<file path="src/rtl/cam_pkg.sv">
package cam_pkg;
  typedef enum logic [3:0] {
    OP_NOP        = 4'd0,
    OP_SRCH       = 4'd1,
    OP_SRCH_AND   = 4'd2,
    OP_SRCH_OR    = 4'd3,
    OP_SRCH_LINK  = 4'd4,
    OP_NEXT       = 4'd5,
    OP_FIND_EMPTY = 4'd6,
    OP_WR_ADDR    = 4'd7,
    OP_WR_MATCH   = 4'd8,
    OP_RD_ADDR    = 4'd9,
    OP_RD_MATCH   = 4'd10,
    OP_CLR_ADDR   = 4'd11,
    OP_CLR_MATCH  = 4'd12,
    OP_SET_MASK   = 4'd13,
    OP_FLUSH      = 4'd14,
    OP_REFRESH    = 4'd15
  } camOp_e;

  typedef enum logic [1:0] {CMB_LOAD, CMB_AND, CMB_OR, CMB_LINK} combine_e;

  typedef struct packed {
    logic     loadRegs;
    logic     act;
    logic     search;
    combine_e combine;
    logic     next;
    logic     findEmpty;
    logic     wrAddr;
    logic     wrMatch;
    logic     rdAddr;
    logic     rdMatch;
    logic     clrAddr;
    logic     clrMatch;
    logic     setMask;
    logic     flush;
    logic     refresh;
  } camStrobe_t;
endpackage

</file>
<file path="src/rtl/cam_ctrl.sv">
module cam_ctrl
  import cam_pkg::*;
(
  input  logic       clk,
  input  logic       rstN,
  input  logic       instrValid,
  input  logic [3:0] instrOp,
  output logic       busy,
  output logic       resultValid,
  output camStrobe_t strobes
);
  typedef enum logic [1:0] {ST_IDLE, ST_ACT, ST_OUT} phase_e;

  phase_e phase;
  camOp_e opReg;

  always_ff @(posedge clk) begin
    if (!rstN) begin
      phase <= ST_IDLE;
      opReg <= OP_NOP;
    end else begin
      case (phase)
        ST_IDLE: if (instrValid) begin
          phase <= ST_ACT;
          opReg <= camOp_e'(instrOp);
        end
        ST_ACT:  phase <= ST_OUT;
        default: phase <= ST_IDLE;
      endcase
    end
  end

  assign busy        = (phase != ST_IDLE);
  assign resultValid = (phase == ST_OUT);

  always_comb begin
    strobes          = '0;
    strobes.loadRegs = (phase == ST_IDLE) && instrValid;
    if (phase == ST_ACT) begin
      strobes.act = 1'b1;
      case (opReg)
        OP_SRCH:       strobes.search = 1'b1;
        OP_SRCH_AND:   begin strobes.search = 1'b1; strobes.combine = CMB_AND;  end
        OP_SRCH_OR:    begin strobes.search = 1'b1; strobes.combine = CMB_OR;   end
        OP_SRCH_LINK:  begin strobes.search = 1'b1; strobes.combine = CMB_LINK; end
        OP_NEXT:       strobes.next      = 1'b1;
        OP_FIND_EMPTY: strobes.findEmpty = 1'b1;
        OP_WR_ADDR:    strobes.wrAddr    = 1'b1;
        OP_WR_MATCH:   strobes.wrMatch   = 1'b1;
        OP_RD_ADDR:    strobes.rdAddr    = 1'b1;
        OP_RD_MATCH:   strobes.rdMatch   = 1'b1;
        OP_CLR_ADDR:   strobes.clrAddr   = 1'b1;
        OP_CLR_MATCH:  strobes.clrMatch  = 1'b1;
        OP_SET_MASK:   strobes.setMask   = 1'b1;
        OP_FLUSH:      strobes.flush     = 1'b1;
        OP_REFRESH:    strobes.refresh   = 1'b1;
        default:       ;
      endcase
    end
  end
endmodule

</file>
<file path="src/rtl/cam_array.sv">
module cam_array
  import cam_pkg::*;
#(
  parameter int WORDS        = 16,
  parameter int WIDTH        = 16,
  parameter int LINK_LEN     = 2,
  parameter int REFRESH_ROWS = 512,
  localparam int AW          = $clog2(WORDS),
  localparam int RW          = $clog2(REFRESH_ROWS)
) (
  input  logic             clk,
  input  logic             rstN,
  input  camStrobe_t       strobes,
  input  logic [AW-1:0]    instrAddr,
  input  logic [WIDTH-1:0] instrData,
  output logic             resultHit,
  output logic [AW-1:0]    resultAddr,
  output logic [WIDTH-1:0] resultData,
  output logic [WORDS-1:0] matchFlags,
  output logic [WORDS-1:0] emptyFlags
);
  logic [WIDTH-1:0] mem [WORDS];
  logic [WIDTH-1:0] maskReg, dataReg;
  logic [AW-1:0]    addrReg;
  logic [RW-1:0]    refreshRow;

  logic [WORDS-1:0] hitNow, linkHit, flagsNext, emptyNext, lowestBit;
  logic [AW:0]      curFirst, nextFirst, emptyFirst;
  logic             resHit;
  logic [AW-1:0]    resAddr;
  logic [WIDTH-1:0] resData;

  // lowest index wins; result is {found, index}
  function automatic logic [AW:0] firstOf(input logic [WORDS-1:0] v);
    firstOf = '0;
    for (int k = WORDS - 1; k >= 0; k--)
      if (v[k]) firstOf = {1'b1, AW'(k)};
  endfunction

  function automatic logic [WIDTH-1:0] merge(input logic [WIDTH-1:0] old);
    merge = (old & maskReg) | (dataReg & ~maskReg);
  endfunction

  for (genvar i = 0; i < WORDS; i++) begin : g_word
    assign hitNow[i] = !emptyFlags[i] && (((mem[i] ^ dataReg) & ~maskReg) == '0);
    if (i + LINK_LEN <= WORDS) begin : g_link
      assign linkHit[i] = &hitNow[i +: LINK_LEN];
    end else begin : g_edge
      assign linkHit[i] = 1'b0;
    end
  end

  assign lowestBit  = matchFlags & (~matchFlags + WORDS'(1));
  assign curFirst   = firstOf(matchFlags);
  assign nextFirst  = firstOf(flagsNext);
  assign emptyFirst = firstOf(emptyFlags);

  always_comb begin
    flagsNext = matchFlags;
    emptyNext = emptyFlags;
    if (strobes.search) begin
      case (strobes.combine)
        CMB_AND:  flagsNext = matchFlags & hitNow;
        CMB_OR:   flagsNext = matchFlags | hitNow;
        CMB_LINK: flagsNext = linkHit;
        default:  flagsNext = hitNow;
      endcase
    end
    if (strobes.next)     flagsNext = matchFlags & ~lowestBit;
    if (strobes.wrAddr)   emptyNext[addrReg] = 1'b0;
    if (strobes.wrMatch)  emptyNext = emptyFlags & ~matchFlags;
    if (strobes.clrAddr) begin
      emptyNext[addrReg] = 1'b1;
      flagsNext[addrReg] = 1'b0;
    end
    if (strobes.clrMatch) begin
      emptyNext = emptyFlags | matchFlags;
      flagsNext = '0;
    end
    if (strobes.flush) begin
      emptyNext = '1;
      flagsNext = '0;
    end
  end

  always_comb begin
    resHit  = 1'b0;
    resAddr = '0;
    resData = '0;
    if (strobes.search || strobes.next)  {resHit, resAddr} = nextFirst;
    if (strobes.findEmpty)               {resHit, resAddr} = emptyFirst;
    if (strobes.wrAddr || strobes.clrAddr) begin
      resHit  = 1'b1;
      resAddr = addrReg;
    end
    if (strobes.rdAddr) begin
      resHit  = !emptyFlags[addrReg];
      resAddr = addrReg;
      resData = mem[addrReg];
    end
    if (strobes.wrMatch || strobes.clrMatch || strobes.rdMatch) {resHit, resAddr} = curFirst;
    if (strobes.rdMatch)  resData = mem[curFirst[AW-1:0]];
    if (strobes.refresh)  resData = WIDTH'(refreshRow);
  end

  always_ff @(posedge clk) begin
    if (!rstN) begin
      for (int i = 0; i < WORDS; i++) mem[i] <= '0;
      matchFlags <= '0;
      emptyFlags <= '1;
      maskReg    <= '0;
      dataReg    <= '0;
      addrReg    <= '0;
      refreshRow <= '0;
      resultHit  <= 1'b0;
      resultAddr <= '0;
      resultData <= '0;
    end else begin
      if (strobes.loadRegs) begin
        dataReg <= instrData;
        addrReg <= instrAddr;
      end
      matchFlags <= flagsNext;
      emptyFlags <= emptyNext;
      for (int i = 0; i < WORDS; i++)
        if ((strobes.wrAddr && addrReg == AW'(i)) || (strobes.wrMatch && matchFlags[i]))
          mem[i] <= merge(mem[i]);
      if (strobes.setMask) maskReg <= dataReg;
      if (strobes.refresh)
        refreshRow <= (refreshRow == RW'(REFRESH_ROWS - 1)) ? '0 : refreshRow + RW'(1);
      if (strobes.act) begin
        resultHit  <= resHit;
        resultAddr <= resAddr;
        resultData <= resData;
      end
    end
  end
endmodule

</file>
<file path="src/rtl/cam_top.sv">
module cam_top
  import cam_pkg::*;
#(
  parameter int WORDS        = 16,
  parameter int WIDTH        = 16,
  parameter int LINK_LEN     = 2,
  parameter int REFRESH_ROWS = 512,
  localparam int AW          = $clog2(WORDS)
) (
  input  logic             clk,
  input  logic             rstN,
  input  logic             instrValid,
  input  logic [3:0]       instrOp,
  input  logic [AW-1:0]    instrAddr,
  input  logic [WIDTH-1:0] instrData,
  output logic             busy,
  output logic             resultValid,
  output logic             resultHit,
  output logic [AW-1:0]    resultAddr,
  output logic [WIDTH-1:0] resultData
);
  camStrobe_t       strobes;
  logic [WORDS-1:0] matchFlags;
  logic [WORDS-1:0] emptyFlags;

  cam_ctrl ctrl_i (
    .clk(clk), .rstN(rstN), .instrValid(instrValid), .instrOp(instrOp),
    .busy(busy), .resultValid(resultValid), .strobes(strobes)
  );

  cam_array #(
    .WORDS(WORDS), .WIDTH(WIDTH), .LINK_LEN(LINK_LEN), .REFRESH_ROWS(REFRESH_ROWS)
  ) array_i (
    .clk(clk), .rstN(rstN), .strobes(strobes),
    .instrAddr(instrAddr), .instrData(instrData),
    .resultHit(resultHit), .resultAddr(resultAddr), .resultData(resultData),
    .matchFlags(matchFlags), .emptyFlags(emptyFlags)
  );
endmodule

</file>
<file path="config.mk">
export PLATFORM = sky130hd
export DESIGN_NAME = cam_top
export DESIGN_NICKNAME = d
export VERILOG_FILES = /design/src/rtl/cam_pkg.sv /design/src/rtl/cam_ctrl.sv /design/src/rtl/cam_array.sv /design/src/rtl/cam_top.sv
export SDC_FILE = /design/constraint.sdc
export NUM_CORES = 1
export LEC_CHECK = 0
export BUFFER_PORTS_ARGS = -buffer_cell sky130_fd_sc_hd__buf_4
export CAP_MARGIN = 20
export CORE_MARGIN = 2
export CORE_UTILIZATION = 55
export CTS_CLUSTER_DIAMETER = 80
export DETAILED_ROUTE_END_ITERATION = 12
export PLACE_DENSITY = 0.68
export SKIP_CTS_REPAIR_TIMING = 1
export SYNTH_ARGS = -nofsm -noshare
export SYNTH_HDL_FRONTEND = slang
export SYNTH_HIERARCHICAL = 1
export SYNTH_SLANG_ARGS = --single-unit
</file>
<file path="constraint.sdc">
create_clock -name clk -period 9.2 [get_ports clk]
set_input_delay 0.46 -clock clk [delete_from_list [all_inputs] [get_ports clk]]
set_output_delay 0.46 -clock clk [all_outputs]
set_load 0.02 [all_outputs]
</file>
==> results.py, run 1 <==
metrics = {
    "run_status": {
        "outcome": "complete, no violations",
    },
    "synth": {
        "syn_inst": 2695,
        "synth.net_count": 2724,
        "netlist_top_cells_area": "edfxtp_1 31%, xnor2_1 9.0%, dfxtp_1 8.7%",
        "ys_ff_latch": 364,
        "synthTopCellsByCount": "510 x nand2_1, 295 x a21oi_1, 257 x xnor2_1, 256 x edfxtp_1, 136 x clkbuf_1",
        "syn_area_sq_um": 24900,
        "netlist.area_leader.share_pct": 30.9,
        "synth_edf_count": 256,
        "yosysTopAreaCell": "edfxtp_1",
        "ys_types": 82,
        "synth_top_flop_cell": "edfxtp_1",
        "yosys_warnings": 6,
        "avgSynthCellArea_sq_um": 9.23,
        "synth_most_common_cell": "nand2_1",
        "synth-async-reset-ratio_pct": 0,
        "ys_seq_area_share_pct": 39.6,
    },
    "clock_network": {
        "cts_buffer_depth": 3,
        "clkSlewWorstSetupHoldPaths_ns": 0.06,
        "root_buffer": "clkbuf_16",
        "clk_latency_ns": 0.62,
        "htree_num_levels": 2,
        "cts_inserted_buffers": 42,
        "cts_tree": "yes",
        "cts.sinks": 364,
    },
    "floorplanning": {
        "core_area_sq_um": 44400,
        "io_pins": 50,
        "initial_utilization_pct": 56.0,
        "dieArea_sq_um": 47000,
        "die_h_um": 217,
        "placementRows": 77,
        "die_w_um": 217,
    },
    "sta": {
        "fin_crit_sh_pct": 44.3,
        "slew_viol_final": 0,
        "finalSetupTns_ns": 0,
        "worst_pin_slew_ns": 1.27,
        "layout_setup_ws_ns": 5.12,
        "max_slew_margin_pct": 15.3,
        "skew_ns": 0.0206,
        "period_minus_slack_ns": 4.08,
        "fmax_mhz": 245,
        "rsz0062_at_grt": "no",
        "hold_violations": 0,
        "finalSetupViolCount": 0,
    },
    "setup_path": {
        "r2r_start": "array_i/matchFlags[14]$_SDFF_PN0_",
        "criticalPathCategory": "register to register",
        "required_ns": 9.65,
        "start_kind": "register",
        "cp.arrival_ns": 4.53,
        "cp_max_fo": 58,
        "crit_start": "array_i/matchFlags[14]$_SDFF_PN0_",
        "endpoint_kind": "register",
    },
    "pwr": {
        "peakVddDrop_uv": 217,
        "pwr_density_cell_nw_per_um2": 180,
        "p_leak_uw": 0.00832,
    },
    "route": {
        "drt_iter0_markers": 4120,
        "ant_nets": 0,
        "drc_errors": 0,
        "routedWlPerCell_um": 33.7,
        "routed_via_density": 7.28,
        "postRouteWirelength_mm": 108,
        "firstDrtPassIters": 6,
        "vias": 23424,
    },
    "grt": {
        "antenna_found_initial": 1,
        "first_global_vias": 21534,
        "grt_pass1_wl_mm": 155,
        "gr-total-overflow": 0,
        "grt_max_degree": 100,
        "grt_usage_pct": 45.9,
    },
    "min_path": {
        "hold_start": "instrData[2]",
        "hp-class": "input port to register",
    },
    "placed_design": {
        "dpl.hpwl_mm": 72.0,
        "pre_cts_ws_ns": 5.28,
        "gpl.final_weighted_congestion": 1.05,
        "place.port_buffers": 49,
    },
    "cells_and_area": {
        "synthToLayoutAreaGrowth_pct": 7.33,
        "fin_nets": 2621,
        "drive_gt1_share_pct": 12.3,
    },
    "flow_run": {
        "maxCapViolCount": 0,
    },
}
==> report_power, final <==
group / total, uW / internal, uW / switching [uW]
registers: 1930 / 1820 / 111
clock network: 1780 / 1020 / 759
logic: 1110 / 378 / 732
==> cells by family (layout without fill, tap and decap cells) <==
kind of cell / count (synthesis) / in the layout / share of synthesized area, %
adder cells (fa/ha/maj): 2 / 2 / 0.101
other: 0 / 1 / 0
flip-flops: 364 / 364 / 39.6
multiplexers: 166 / 166 / 11.0
buffers and inverters: 296 / 227 / 5.84
XOR/XNOR: 263 / 263 / 9.29
AND/OR/NAND/NOR: 896 / 896 / 16.2
AO/OA/AOI/OAI: 708 / 708 / 18.1
==> flip-flops by register name, summed over array words and instances (netlist names), named ones only <==
signal              count
array_i/resultData     16
array_i/addrReg         4
array_i/maskReg        16
array_i/dataReg        16
array_i/mem           256
array_i/refreshRow      9
ctrl_i/opReg            4
array_i/resultAddr      4
array_i/resultHit       1
array_i/matchFlags     16
array_i/emptyFlags     16
ctrl_i/phase            2
==> critical path: stages (launching register included) <==
cell and delay, ns:
dfxtp_1 0.52, inv_1 0.07, a21oi_1 0.14, o21bai_1 0.08
a21oi_1 0.44, o311a_4 0.67, buf_4 0.81, mux2i_1 0.29
mux2_2 0.17, a2bb2o_2 0.26, o31ai_1 0.26, a21oi_1 0.10
==> final cells by class <==
class / count / area (sq um)
timing repair buffer: 120 / 941
antenna: 1 / 2.50
multi-input combinational: 2035 / 13600
fill: 3866 / 17700
clock buffer: 64 / 1280
sequential: 364 / 9860
clock inverter: 14 / 148
inverter: 29 / 114
tap: 592 / 741
==> metal layers <==
layer	GRT usage (%)	part of all wire [%]	up-vias
met3	15.6	15	493
met4	30.1	8.4	0
met2	65.4	41	2069
met5	0.417	0	-
met1	59.4	35	11216
li1	-	-	9646
==> stage by stage <==
step	hold slack, ns	utilization, %	cells	area (sq um)	total power [uW]
global route	0.105	60.1	3218	26700	4890
floorplan	0.465	-	2695	24900	2650
detailed placement	0.487	56.9	3140	25300	3010
finish	0.0781	60.1	3219	26700	4820
CTS	0.0899	60.1	3218	26700	4750
global placement	0.481	56.8	3138	25200	2990
==> layout by cell type, fill, tap and decap left out, types with 34 or more instances in the layout <==
cell type and count:
dfxtp_1 106, a311oi_1 36, xnor2_1 257, o2111ai_1 34, a21oi_1 295, and3_1 37, o21ai_0 65, buf_4 118
o22ai_1 112, nor2_1 133, mux4_2 85, mux2i_1 78, nand3_1 39, nand2_1 510, clkbuf_16 45, edfxtp_1 256
==> final timing paths <==
check	end	slack, ns	cells after the start
worst min register to register	array_i/resultData[2]$_SDFFE_PN0P_	0.50	2
worst max-delay path	array_i/resultData[3]$_SDFFE_PN0P_	5.12	11
worst max register to register	array_i/resultData[3]$_SDFFE_PN0P_	5.12	11
worst min-delay path	array_i/dataReg[2]$_SDFFE_PN0P_	0.08	3
(Power assumes the default switching activity.)
==> inputs of run 2 (changes only) <==
==> constraint.sdc (replaced) <==
create_clock -name clk -period 4.1 [get_ports clk]
set_input_delay 0.205 -clock clk [delete_from_list [all_inputs] [get_ports clk]]
set_output_delay 0.205 -clock clk [all_outputs]
set_load 0.02 [all_outputs]
==> run 2 against run 1 <==
Compared with the run above: count of clock-buffer cells in the layout shrank 6; wire length rose by 6.8%; largest cell class unchanged; sequential power up 130%; flip-flop and latch count did not move; critical path type unchanged; design area rose by 3.3%; critical path depth increased by 1; via count rose by 2.9%; the run now ends with hold timing left; final cell count grew 3.2%; total power grew 130%; clock power increased by 140%; first-iteration DRC count is 10% higher.
==> results.py, run 2 (same netlist as run 1, synthesis figures left out) <==
metrics = {
    "cells_and_area": {
        "n_fill_cell": 3709,
        "final_common_cell": "nand2_1",
        "stdcell_count": 3322,
        "mostFrequentLayoutCells": "510 x nand2_1, 295 x a21oi_1, 257 x xnor2_1, 256 x edfxtp_1, 195 x buf_4",
        "synthToLayoutAreaGrowth_pct": 10.9,
        "fin_nets": 2722,
        "final_cell_area_sq_um": 27600,
        "largest_reg_flops": 256,
        "drive_gt1_share_pct": 14.8,
        "final_core_util_pct": 62.1,
        "registers.top_by_ff_count": "array_i/mem",
    },
    "grt": {
        "grt_pass1_wl_mm": 162,
        "gr-total-overflow": 0,
        "grt_usage_pct": 48.6,
        "grt_max_degree": 104,
        "antenna_found_initial": 4,
        "first_global_vias": 22375,
    },
    "placed_design": {
        "placed_area_sq_um": 25800,
        "gpl.final_weighted_congestion": 1.08,
        "dpl.hpwl_mm": 79.6,
        "post-place-cells": 3217,
        "place.port_buffers": 49,
    },
    "sta": {
        "hold_ws_ns": -0.0188,
        "rsz0062_at_grt": "no",
        "period_minus_slack_ns": 3.87,
        "fin_crit_sh_pct": 94.3,
        "finalSetupViolCount": 0,
        "skew_ns": 0.0218,
        "finalSetupTns_ns": 0,
        "slew_viol_final": 0,
        "worst_pin_slew_ns": 1.17,
        "hold_violations": 5,
        "max_slew_margin_pct": 22.3,
        "fmax_mhz": 259,
    },
    "route": {
        "vias": 24100,
        "ant_nets": 0,
        "drt_iter0_markers": 4530,
        "routed_via_density": 7.25,
        "routedWlPerCell_um": 34.9,
        "drc_errors": 0,
        "postRouteWirelength_mm": 116,
        "firstDrtPassIters": 6,
    },
    "clock_network": {
        "cts_tree": "yes",
        "root_buffer": "clkbuf_16",
        "clkSlewWorstSetupHoldPaths_ns": 0.07,
        "htree_num_levels": 2,
        "clk_latency_ns": 0.61,
        "cts_inserted_buffers": 43,
        "cts.sinks": 364,
        "cts_buffer_depth": 3,
    },
    "setup_path": {
        "cpMaxStageDelayCell": "nor3_1",
        "crit_cells": 12,
        "crit_buf_inv": 2,
        "required_ns": 4.58,
        "path_cells": "nor2_2 -> o31ai_1 -> a211oi_1 -> nor3_1 -> o31a_2 -> buf_4 -> nor2_1 -> nand2_1 -> o211ai_1 -> a311oi_1 -> buf_4 -> o31ai_1",
        "cp.arrival_ns": 4.35,
        "max_stage_delay_ns": 0.67,
        "cp_max_fo": 21,
        "r2r_cells": 12,
        "criticalPathCategory": "register to register",
        "crit_family": "compound AO/OA/AOI/OAI gates",
        "start_kind": "register",
        "endpoint_kind": "register",
    },
    "floorplanning": {
        "dieArea_sq_um": 47000,
        "die_w_um": 217,
        "placementRows": 77,
        "initial_utilization_pct": 56.0,
        "io_pins": 50,
        "core_area_sq_um": 44400,
        "die_h_um": 217,
    },
    "min_path": {
        "hold_depth": 3,
        "hp-class": "input port to register",
    },
    "pwr": {
        "peakVddDrop_uv": 414,
        "pwr_density_cell_nw_per_um2": 405,
        "p_leak_uw": 0.00884,
    },
    "run_status": {
        "violations": "hold timing",
        "outcome": "complete, but fails checks",
    },
    "flow_run": {
        "maxCapViolCount": 0,
    },
}
[run 2: power breakdown]
| part | internal [uW] | switching, uW |
|---|---|---|
| Sequential | 4080 | 283 |
| Combinational | 916 | 1670 |
| Clock | 2480 | 1750 |
[run 2: path summary, 6_finish.rpt]
check | endpoint | startpoint | slack (ns)
hold / removal | register | instrAddr[2] | -0.02
hold reg to reg | array_i/resultData[4]$_SDFFE_PN0P_ | array_i/resultData[4]$_SDFFE_PN0P_ | 0.49
setup reg to reg | array_i/resultData[7]$_SDFFE_PN0P_ | array_i/matchFlags[14]$_SDFF_PN0_ | 0.23
setup / recovery | array_i/resultData[7]$_SDFFE_PN0P_ | array_i/matchFlags[14]$_SDFF_PN0_ | 0.23
[run 2: per-stage QoR]
stage	total power [uW]	worst slack [ns]
final	11200	0.234
after global routing	11300	0.205
after CTS	10900	0.544
after detailed placement	6850	0.561
after global placement	6820	0.568
after floorplan	5940	1.08
[run 2: worst register-to-register path: cells and delay by family, from the launching register on]
family          cells  cell delay (ns)
compound gates      6             1.35
buf+inv             2             0.57
flops               1             0.61
simple gates        4             1.23
[run 2: per-layer routing]
| layer | vias to the layer above | GRT usage, % | wire (um) |
|---|---|---|---|
| met1 | 11488 | 60.7 | 40000 |
| met4 | 6 | 33.8 | 10200 |
| met5 | - | 0 | 46 |
| met3 | 585 | 17.7 | 17500 |
| li1 | 9850 | - | - |
| met2 | 2171 | 69.9 | 48100 |
[run 2: cell type report]
class                           count  area (sq um)  share of cell area [%]
Clock buffer                       58          1250                    4.52
Antenna cell                        2          5.00                  0.0181
Timing Repair Buffer              220          1730                    6.28
Multi-Input combinational cell   2035         13600                    49.4
Tap cell                          592           741                    2.68
Clock inverter                     22           274                   0.993
Inverter                           29           114                   0.413
Sequential cell                   364          9860                    35.7
